File: src/rtl/i2c_rt_pkg.sv
package i2c_rt_pkg;
  localparam int BYTE_W = 8;
  localparam int CNT_W  = $clog2(BYTE_W + 1);

  typedef enum logic [2:0] {
    ST_IDLE,
    ST_ADDR,
    ST_CTRL,
    ST_DATA,
    ST_READ,
    ST_SKIP
  } rt_state_e;
endpackage

File: src/rtl/i2c_rt_sync.sv
module i2c_rt_sync #(
  parameter int STAGES = 2
) (
  input  logic clk,
  input  logic rst_n,
  input  logic din,
  output logic dout
);
  logic [STAGES-1:0] chain_q;

  generate
    for (genvar g = 0; g < STAGES; g++) begin : g_stage
      if (g == 0) begin : g_first
        always_ff @(posedge clk or negedge rst_n)
          if (!rst_n) chain_q[g] <= 1'b1;
          else        chain_q[g] <= din;
      end else begin : g_next
        always_ff @(posedge clk or negedge rst_n)
          if (!rst_n) chain_q[g] <= 1'b1;
          else        chain_q[g] <= chain_q[g-1];
      end
    end
  endgenerate

  assign dout = chain_q[STAGES-1];
endmodule

File: src/rtl/i2c_rt_link.sv
module i2c_rt_link
  import i2c_rt_pkg::*;
(
  input  logic              clk,
  input  logic              rst_n,
  input  logic              scl_s,
  input  logic              sda_s,
  input  logic              ack_req,
  input  logic              tx_mode,
  input  logic [BYTE_W-1:0] tx_byte,
  output logic              start_ev,
  output logic              stop_ev,
  output logic              byte_done,
  output logic [BYTE_W-1:0] byte_val,
  output logic              sda_pull
);
  localparam logic [CNT_W-1:0] FULL = CNT_W'(BYTE_W);

  logic              scl_q, sda_q;
  logic              act_q, act_d;
  logic [CNT_W-1:0]  cnt_q, cnt_d;
  logic [BYTE_W-1:0] sh_q, sh_d;
  logic [BYTE_W-1:0] tx_q, tx_d;
  logic              ackp_q, ackp_d;
  logic              txa_q, txa_d;
  logic              pull_q, pull_d;
  logic              rise, fall;

  assign rise      = scl_s & ~scl_q;
  assign fall      = ~scl_s & scl_q;
  assign start_ev  = scl_s & scl_q & sda_q & ~sda_s;
  assign stop_ev   = scl_s & scl_q & ~sda_q & sda_s;
  assign byte_done = act_q & fall & (cnt_q == FULL) & ~ackp_q;
  assign byte_val  = sh_q;
  assign sda_pull  = pull_q;

  always_comb begin
    act_d  = act_q;
    cnt_d  = cnt_q;
    sh_d   = sh_q;
    tx_d   = tx_q;
    ackp_d = ackp_q;
    txa_d  = txa_q;
    pull_d = pull_q;
    if (start_ev || stop_ev) begin
      act_d  = start_ev;
      cnt_d  = '0;
      ackp_d = 1'b0;
      txa_d  = 1'b0;
      pull_d = 1'b0;
    end else if (act_q) begin
      if (rise && !ackp_q && cnt_q != FULL) begin
        sh_d  = {sh_q[BYTE_W-2:0], sda_s};
        cnt_d = cnt_q + 1'b1;
      end
      if (fall) begin
        if (ackp_q) begin
          ackp_d = 1'b0;
          cnt_d  = '0;
          txa_d  = tx_mode;
          tx_d   = tx_byte;
          pull_d = tx_mode & ~tx_byte[BYTE_W-1];
        end else if (cnt_q == FULL) begin
          ackp_d = 1'b1;
          txa_d  = 1'b0;
          pull_d = ack_req;
        end else if (txa_q && cnt_q != '0) begin
          tx_d   = {tx_q[BYTE_W-2:0], 1'b0};
          pull_d = ~tx_q[BYTE_W-2];
        end
      end
    end
  end

  always_ff @(posedge clk or negedge rst_n) begin
    if (!rst_n) begin
      scl_q  <= 1'b1;
      sda_q  <= 1'b1;
      act_q  <= 1'b0;
      cnt_q  <= '0;
      sh_q   <= '0;
      tx_q   <= '0;
      ackp_q <= 1'b0;
      txa_q  <= 1'b0;
      pull_q <= 1'b0;
    end else begin
      scl_q  <= scl_s;
      sda_q  <= sda_s;
      act_q  <= act_d;
      cnt_q  <= cnt_d;
      sh_q   <= sh_d;
      tx_q   <= tx_d;
      ackp_q <= ackp_d;
      txa_q  <= txa_d;
      pull_q <= pull_d;
    end
  end

  // drive changes only in the SCL low phase unless a bus condition released it
  assert_pull_scl_low_R11: assert property (@(posedge clk) disable iff (!rst_n)
    (!$stable(pull_q) && !$past(start_ev || stop_ev)) |-> !$past(scl_s));

  // STOP releases the line
  assert_stop_release_R10: assert property (@(posedge clk) disable iff (!rst_n)
    stop_ev |=> !pull_q);
endmodule

File: src/rtl/i2c_rt_route.sv
module i2c_rt_route
  import i2c_rt_pkg::*;
#(
  parameter logic [BYTE_W-4:0] ADDR_HI  = 5'b01110,
  parameter int                CONT_BIT = 7,
  parameter int                SEL_BIT  = 6
) (
  input  logic              clk,
  input  logic              rst_n,
  input  logic              start_ev,
  input  logic              stop_ev,
  input  logic              byte_done,
  input  logic [BYTE_W-1:0] byte_val,
  input  logic [1:0]        strap,
  output logic              ack_req,
  output logic              tx_mode,
  output logic              ram_wr_en,
  output logic [BYTE_W-1:0] ram_wdata,
  output logic              cmd_valid,
  output logic [BYTE_W-1:0] cmd_data
);
  rt_state_e         st_q, st_d;
  logic              cont_q, cont_d, sel_q, sel_d;
  logic              ram_d, cmd_d;
  logic [BYTE_W-1:0] ramw_q, ramw_d, cmdw_q, cmdw_d;
  logic              ram_q, cmd_q;
  logic              addr_hit;

  assign addr_hit = (byte_val[BYTE_W-1:1] == {ADDR_HI, strap});
  assign ack_req  = byte_done && ((st_q == ST_ADDR && addr_hit) ||
                                  st_q == ST_CTRL || st_q == ST_DATA);
  assign tx_mode  = (st_q == ST_READ);

  always_comb begin
    st_d   = st_q;
    cont_d = cont_q;
    sel_d  = sel_q;
    ram_d  = 1'b0;
    cmd_d  = 1'b0;
    ramw_d = ramw_q;
    cmdw_d = cmdw_q;
    if (start_ev) begin
      st_d = ST_ADDR;
    end else if (stop_ev) begin
      st_d = ST_IDLE;
    end else if (byte_done) begin
      case (st_q)
        ST_ADDR: begin
          if (!addr_hit)       st_d = ST_SKIP;
          else if (byte_val[0]) st_d = ST_READ;
          else                 st_d = ST_CTRL;
        end
        ST_CTRL: begin
          cont_d = byte_val[CONT_BIT];
          sel_d  = byte_val[SEL_BIT];
          st_d   = ST_DATA;
        end
        ST_DATA: begin
          if (sel_q) begin
            ram_d  = 1'b1;
            ramw_d = byte_val;
          end else begin
            cmd_d  = 1'b1;
            cmdw_d = byte_val;
          end
          st_d = cont_q ? ST_CTRL : ST_DATA;
        end
        ST_READ: st_d = ST_SKIP;
        default: st_d = st_q;
      endcase
    end
  end

  always_ff @(posedge clk or negedge rst_n) begin
    if (!rst_n) begin
      st_q   <= ST_IDLE;
      cont_q <= 1'b0;
      sel_q  <= 1'b0;
      ram_q  <= 1'b0;
      cmd_q  <= 1'b0;
      ramw_q <= '0;
      cmdw_q <= '0;
    end else begin
      st_q   <= st_d;
      cont_q <= cont_d;
      sel_q  <= sel_d;
      ram_q  <= ram_d;
      cmd_q  <= cmd_d;
      ramw_q <= ramw_d;
      cmdw_q <= cmdw_d;
    end
  end

  assign ram_wr_en = ram_q;
  assign ram_wdata = ramw_q;
  assign cmd_valid = cmd_q;
  assign cmd_data  = cmdw_q;

  // strobes are single-cycle and exclusive
  assert_strobe_excl_R7: assert property (@(posedge clk) disable iff (!rst_n)
    $onehot0({ram_q, cmd_q}));
  assert_ram_single_R7: assert property (@(posedge clk) disable iff (!rst_n)
    ram_q |=> !ram_q);
  assert_cmd_single_R7: assert property (@(posedge clk) disable iff (!rst_n)
    cmd_q |=> !cmd_q);

  // a byte seen while ignoring the transfer yields no strobe
  assert_skip_silent_R3: assert property (@(posedge clk) disable iff (!rst_n)
    (byte_done && st_q == ST_SKIP) |=> (!ram_q && !cmd_q));
endmodule

File: src/rtl/i2c_rt_top.sv
module i2c_rt_top
  import i2c_rt_pkg::*;
#(
  parameter int                SYNC_STAGES = 2,
  parameter logic [BYTE_W-4:0] ADDR_HI     = 5'b01110,
  parameter int                CONT_BIT    = 7,
  parameter int                SEL_BIT     = 6
) (
  input  logic              clk,
  input  logic              rst_n,
  input  logic              scl_i,
  input  logic              sda_i,
  input  logic [1:0]        strap,
  input  logic [BYTE_W-1:0] status_byte,
  output logic              sda_pull,
  output logic              ram_wr_en,
  output logic [BYTE_W-1:0] ram_wdata,
  output logic              cmd_valid,
  output logic [BYTE_W-1:0] cmd_data
);
  logic              scl_s, sda_s;
  logic              start_ev, stop_ev, byte_done, ack_req, tx_mode;
  logic [BYTE_W-1:0] byte_val;

  i2c_rt_sync #(.STAGES(SYNC_STAGES)) u_sync_scl (
    .clk(clk), .rst_n(rst_n), .din(scl_i), .dout(scl_s));
  i2c_rt_sync #(.STAGES(SYNC_STAGES)) u_sync_sda (
    .clk(clk), .rst_n(rst_n), .din(sda_i), .dout(sda_s));

  i2c_rt_link u_link (
    .clk(clk), .rst_n(rst_n), .scl_s(scl_s), .sda_s(sda_s),
    .ack_req(ack_req), .tx_mode(tx_mode), .tx_byte(status_byte),
    .start_ev(start_ev), .stop_ev(stop_ev), .byte_done(byte_done),
    .byte_val(byte_val), .sda_pull(sda_pull));

  i2c_rt_route #(.ADDR_HI(ADDR_HI), .CONT_BIT(CONT_BIT), .SEL_BIT(SEL_BIT)) u_route (
    .clk(clk), .rst_n(rst_n), .start_ev(start_ev), .stop_ev(stop_ev),
    .byte_done(byte_done), .byte_val(byte_val), .strap(strap),
    .ack_req(ack_req), .tx_mode(tx_mode),
    .ram_wr_en(ram_wr_en), .ram_wdata(ram_wdata),
    .cmd_valid(cmd_valid), .cmd_data(cmd_data));
endmodule

File: config.mk
export PLATFORM = sky130hd
export DESIGN_NAME = i2c_rt_top
export DESIGN_NICKNAME = d
export VERILOG_FILES = /design/src/rtl/i2c_rt_pkg.sv /design/src/rtl/i2c_rt_sync.sv /design/src/rtl/i2c_rt_link.sv /design/src/rtl/i2c_rt_route.sv /design/src/rtl/i2c_rt_top.sv
export SDC_FILE = /design/constraint.sdc
export NUM_CORES = 1
export LEC_CHECK = 0
export BUFFER_PORTS_ARGS = -buffer_cell sky130_fd_sc_hd__buf_2
export CAP_MARGIN = 30
export CORE_ASPECT_RATIO = 0.5
export CORE_MARGIN = 2
export CORE_UTILIZATION = 40
export CTS_CLUSTER_DIAMETER = 30
export DETAILED_ROUTE_END_ITERATION = 12
export GPL_ROUTABILITY_DRIVEN = 0
export GPL_TIMING_DRIVEN = 0
export MAX_ROUTING_LAYER = met4
export PLACE_DENSITY = 0.6
export SYNTH_ARGS = -nofsm -noshare
export SYNTH_HDL_FRONTEND = slang
export SYNTH_HIERARCHICAL = 1
export SYNTH_SLANG_ARGS = --single-unit
export TNS_END_PERCENT = 30
File: constraint.sdc
create_clock -name clk -period 2.7 [get_ports clk]
set_clock_uncertainty 0.2 [all_clocks]
set_input_delay 0.54 -clock clk [delete_from_list [all_inputs] [get_ports clk]]
set_output_delay 0.54 -clock clk [all_outputs]
set_load 0.01 [all_outputs]
==> tab_implementation.tex <==
\begin{tabular}{lr}
\hline
Metric & Value \\
\hline
\multicolumn{2}{l}{\textbf{Clock network}} \\
\quad Clock latency on the worst-skew pair & 290 ps \\
\quad TritonCTS clock tree & yes \\
\quad Htree depth & 2 \\
\quad Post-cts hold buffer count & 0 \\
\quad Clock transition at path regs & 70 ps \\
\quad Buffer cell driving the clock tree root & clkbuf\_16 \\
\quad Clock sink count & 52 \\
\quad Max clock buf depth & 2 \\
\quad Clock buffer count from CTS & 5 \\
\multicolumn{2}{l}{\textbf{Layout}} \\
\quad Finished layout cell area & 2910 um\^{}2 \\
\quad Number of nets in the layout & 238 \\
\quad Count of non-filler cells in the finished layout & 296 \\
\quad Area growth syn-to-layout & 20.83\% \\
\quad Fraction of layout instances using a drive strength above 1 & 48.43\% \\
\quad Antenna diode count & 0 \\
\multicolumn{2}{l}{\textbf{STA}} \\
\quad Highest attainable clock frequency & 0.3977 GHz \\
\quad Number of failing setup endpoints in the final timing report & 0 \\
\quad Final critical path time including I/O delays and setup & 2514 ps \\
\quad Final Hold Viols & 0 \\
\quad Final worst path period share & 93.12\% \\
\quad Number of max-slew violations in the final report & 0 \\
\quad Unrepaired setup endpoints after global routing & no \\
\quad Worst-margin pin slew & 766.5 ps \\
\quad Worst slew margin & 48.79\% \\
\multicolumn{2}{l}{\textbf{Power}} \\
\quad Clk pwr share & 42.2\% \\
\quad Net Sw Power & 0.4603 mW \\
\quad Leakage power of the design & 1.426 nW \\
\quad Sw Share & 23.70\% \\
\quad Sequential share of power & 47.6\% \\
\quad Cell-internal power & 1.482 mW \\
\quad Combinational cell fraction of total power & 10.2\% \\
\quad Largest voltage drop on the vdd net & 0.3507 mV \\
\quad Power per Cell Area & 667.3 nW/um\^{}2 \\
\multicolumn{2}{l}{\textbf{Logic synthesis}} \\
\quad Area share of the leading cell type in the synthesized netlist & 47.79\% \\
\quad Synthesis Warnings & 6 \\
\quad Predominant post-synthesis flop cell & dfrtp\_1 \\
\quad Cell variety after synth & 49 \\
\quad Sequential share of the synthesized area & 54.34\% \\
\quad Post-synthesis async set-or-reset flop share & 100.0\% \\
\quad Leading cell types by total area after synthesis & dfrtp\_1 (48\%), mux2\_2 (18\%), dfstp\_2 (6.5\%) \\
\quad Library cell with the largest summed area after synthesis & dfrtp\_1 \\
\quad Mapped cell area & 2409 um\^{}2 \\
\quad Gate count after technology mapping & 181 \\
\quad Flip-flop and latch count after synthesis & 52 \\
\quad Most numerous cell in the Yosys netlist & dfrtp\_1 \\
\quad Synthesized Nets & 197 \\
\quad Number of enable-type register cells in the synthesized netlist & 0 \\
\quad Mean instance size in the synthesized netlist & 13.31 um\^{}2 \\
\quad Post-synth top cells & dfrtp\_1 (46), mux2\_2 (39) \\
\multicolumn{2}{l}{\textbf{Critical path}} \\
\quad CP arrival & 2510 ps \\
\quad Critical Path End Type & flip-flop \\
\quad Startpoint-to-endpoint class of the critical path & reg -> reg \\
\quad Startpoint type of the worst setup path & flip-flop \\
\quad Max Fanout on Critical Path & 9 \\
\quad Required time of the worst setup path & 2690 ps \\
\quad Start point of the critical path & u\_link/scl\_q \\
\quad Logic depth of the worst register-to-register path & 9 \\
\quad Critical Path Sink & u\_link/sda\_pull \\
\quad Reg-to-Reg Start & u\_link/scl\_q \\
\quad Worst r2r dst & u\_link/sda\_pull \\
\quad Register-to-register setup slack & 190 ps \\
\multicolumn{2}{l}{\textbf{Route}} \\
\quad First-pass detailed-route iteration total & 4 \\
\quad DR vias & 1,556 \\
\quad Number of routed nets with antenna violations & 0 \\
\quad Average wire per standard cell & 15.27 um \\
\quad Number of remaining DRC errors & 0 \\
\quad Vias per cell & 5.257 \\
\quad Final wirelength & 4.521 mm \\
\quad Number of DRC violations after detailed-routing iteration 0 & 67 \\
\multicolumn{2}{l}{\textbf{Placement}} \\
\quad Post-DP Area & 2680 um\^{}2 \\
\quad Cells after DPL & 287 \\
\quad Half-perimeter wire length after detailed placement & 3.095 mm \\
\quad Count of input and output buffers & 32 \\
\multicolumn{2}{l}{\textbf{Floorplan}} \\
\quad Initial core utilization & 42.75\% \\
\quad Number of top-level pins & 33 \\
\quad Chip Height & 58.87 um \\
\quad Total core area & 5634 um\^{}2 \\
\quad Die width & 113.7 um \\
\quad Placement row count & 19 \\
\quad Die Outline Area & 6696 um\^{}2 \\
\multicolumn{2}{l}{\textbf{Global routing}} \\
\quad Global-route wire length before repair & 7.610 mm \\
\quad Via count of the first global-routing pass & 1,571 \\
\quad Overall overflow remaining after global route & 0 \\
\quad Gr usage total & 15.41\% \\
\quad Pin count of the biggest net entering global routing & 28 \\
\quad Antenna violations before repair & 0 \\
\multicolumn{2}{l}{\textbf{Run status}} \\
\quad Outcome & finished, final reports clean \\
\multicolumn{2}{l}{\textbf{Hold path}} \\
\quad Type of the worst min-delay path & in -> async \\
\multicolumn{2}{l}{\textbf{Flow run}} \\
\quad Maximum capacitance violations & 0 \\
\hline
\end{tabular}
==> critical path, cell delays in order (launching register included) <==
cell and delay, ps:
dfstp_2 600, nand3b_2 240, nor3_4 280, nor2b_2 230, nand2_1 80, o21ai_2 180, nor4bb_1 80, a211oi_1 240
nor4_1 80, nor3b_1 200
==> per-layer routing <==
layer  vias to the layer above  GRT usage (%)  part of all wire (%)  wire, um
met5                         -              -                     0         0
met4                         0          6.620                   1.3        58
met3                         5          3.502                   3.6       162
met2                        25          23.35                    46      2096
met1                       778          20.25                    49      2203
li1                        748              -                     -         -
==> what timing repair did <==
action / 4_1_cts / 5_1_grt
setup buffers: 1 / 0
setup endpoints to repair: 17 / 1
gates resized for setup: 4 / 3
pin swaps: 1 / 0
==> cell families after synthesis <==
group           synth area share (%)
simple gates                   14.65
mux                            18.23
fa+ha+maj                      1.039
flops                          54.34
compound gates                 8.364
buf+inv                        2.286
xor+xnor                       1.091
==> final cells by class <==
cell class / instances / area (um^2)
Timing Repair Buffer: 34 / 187.7
Clock buffer: 5 / 125.1
Clock inverter: 3 / 68.82
Tap cell: 73 / 91.34
Multi-Input combinational cell: 119 / 1074
Buffer: 4 / 32.53
Fill cell: 489 / 2724
Inverter: 6 / 22.52
Sequential cell: 52 / 1309
==> layout by cell type, fill, tap and decap left out, types with 3 or more instances in the layout <==
| cell | count |
|---|---|
| nor2b_1 | 4 |
| inv_1 | 6 |
| dfrtp_1 | 46 |
| o21ai_0 | 5 |
| nand2_1 | 6 |
| buf_2 | 34 |
| nor3b_1 | 5 |
| dfstp_2 | 6 |
| a21oi_1 | 4 |
| clkbuf_16 | 5 |
| nor2_1 | 5 |
| mux2_2 | 39 |
| nand2b_1 | 3 |
| o21bai_1 | 3 |
==> how the worst min path moves through the flow <==
stage | startpoint | slack, ps | end | cells past startpoint
after floorplan | rst_n | 40 | u_link/ackp_q | 0
after global placement | u_sync_scl/chain_q[0] | 150 | u_sync_scl/dout | 0
after detailed placement | u_sync_sda/chain_q[0] | 150 | u_sync_sda/dout | 0
after CTS | rst_n | 70 | u_route/cmd_data[1] | 1
after global routing | rst_n | 90 | u_route/cmd_data[1] | 1
final | rst_n | 50 | u_route/cmd_data[1] | 1
==> power by group through the flow <==
stage	clock network, mW	registers [mW]	logic [mW]
CTS	0.842	0.926	0.197
global placement	0	0.937	0.182
detailed placement	0	0.941	0.193
global route	0.875	0.940	0.220
finish	0.820	0.925	0.197
floorplan	0	0.915	0.142
==> state kept, by name (all words and copies together) (netlist names), 3 cells and up <==
name and flops:
u_link/byte_val 8, u_route/st_q 3, u_route/ram_wdata 8, u_link/tx_q 7
u_route/cmd_data 8, u_link/cnt_q 4
==> per-stage QoR <==
| stage | power, mW | setup TNS, ps | hold slack, ps | util (%) | setup WS (ps) |
|---|---|---|---|---|---|
| 5_1_grt | 2.035 | 0 | 91.82 | 51.65 | 36.52 |
| 4_1_cts | 1.964 | 0 | 69.21 | 51.39 | 25.38 |
| 2_1_floorplan | 1.056 | 0 | 44.41 | - | 208.5 |
| 3_5_place_dp | 1.133 | -2394 | 149.0 | 47.57 | -542.4 |
| 6_report | 1.942 | 0 | 50.88 | 51.65 | 185.7 |
| 3_3_place_gp | 1.119 | -1304 | 147.2 | 47.21 | -414.0 |
(Power assumes the default switching activity.)
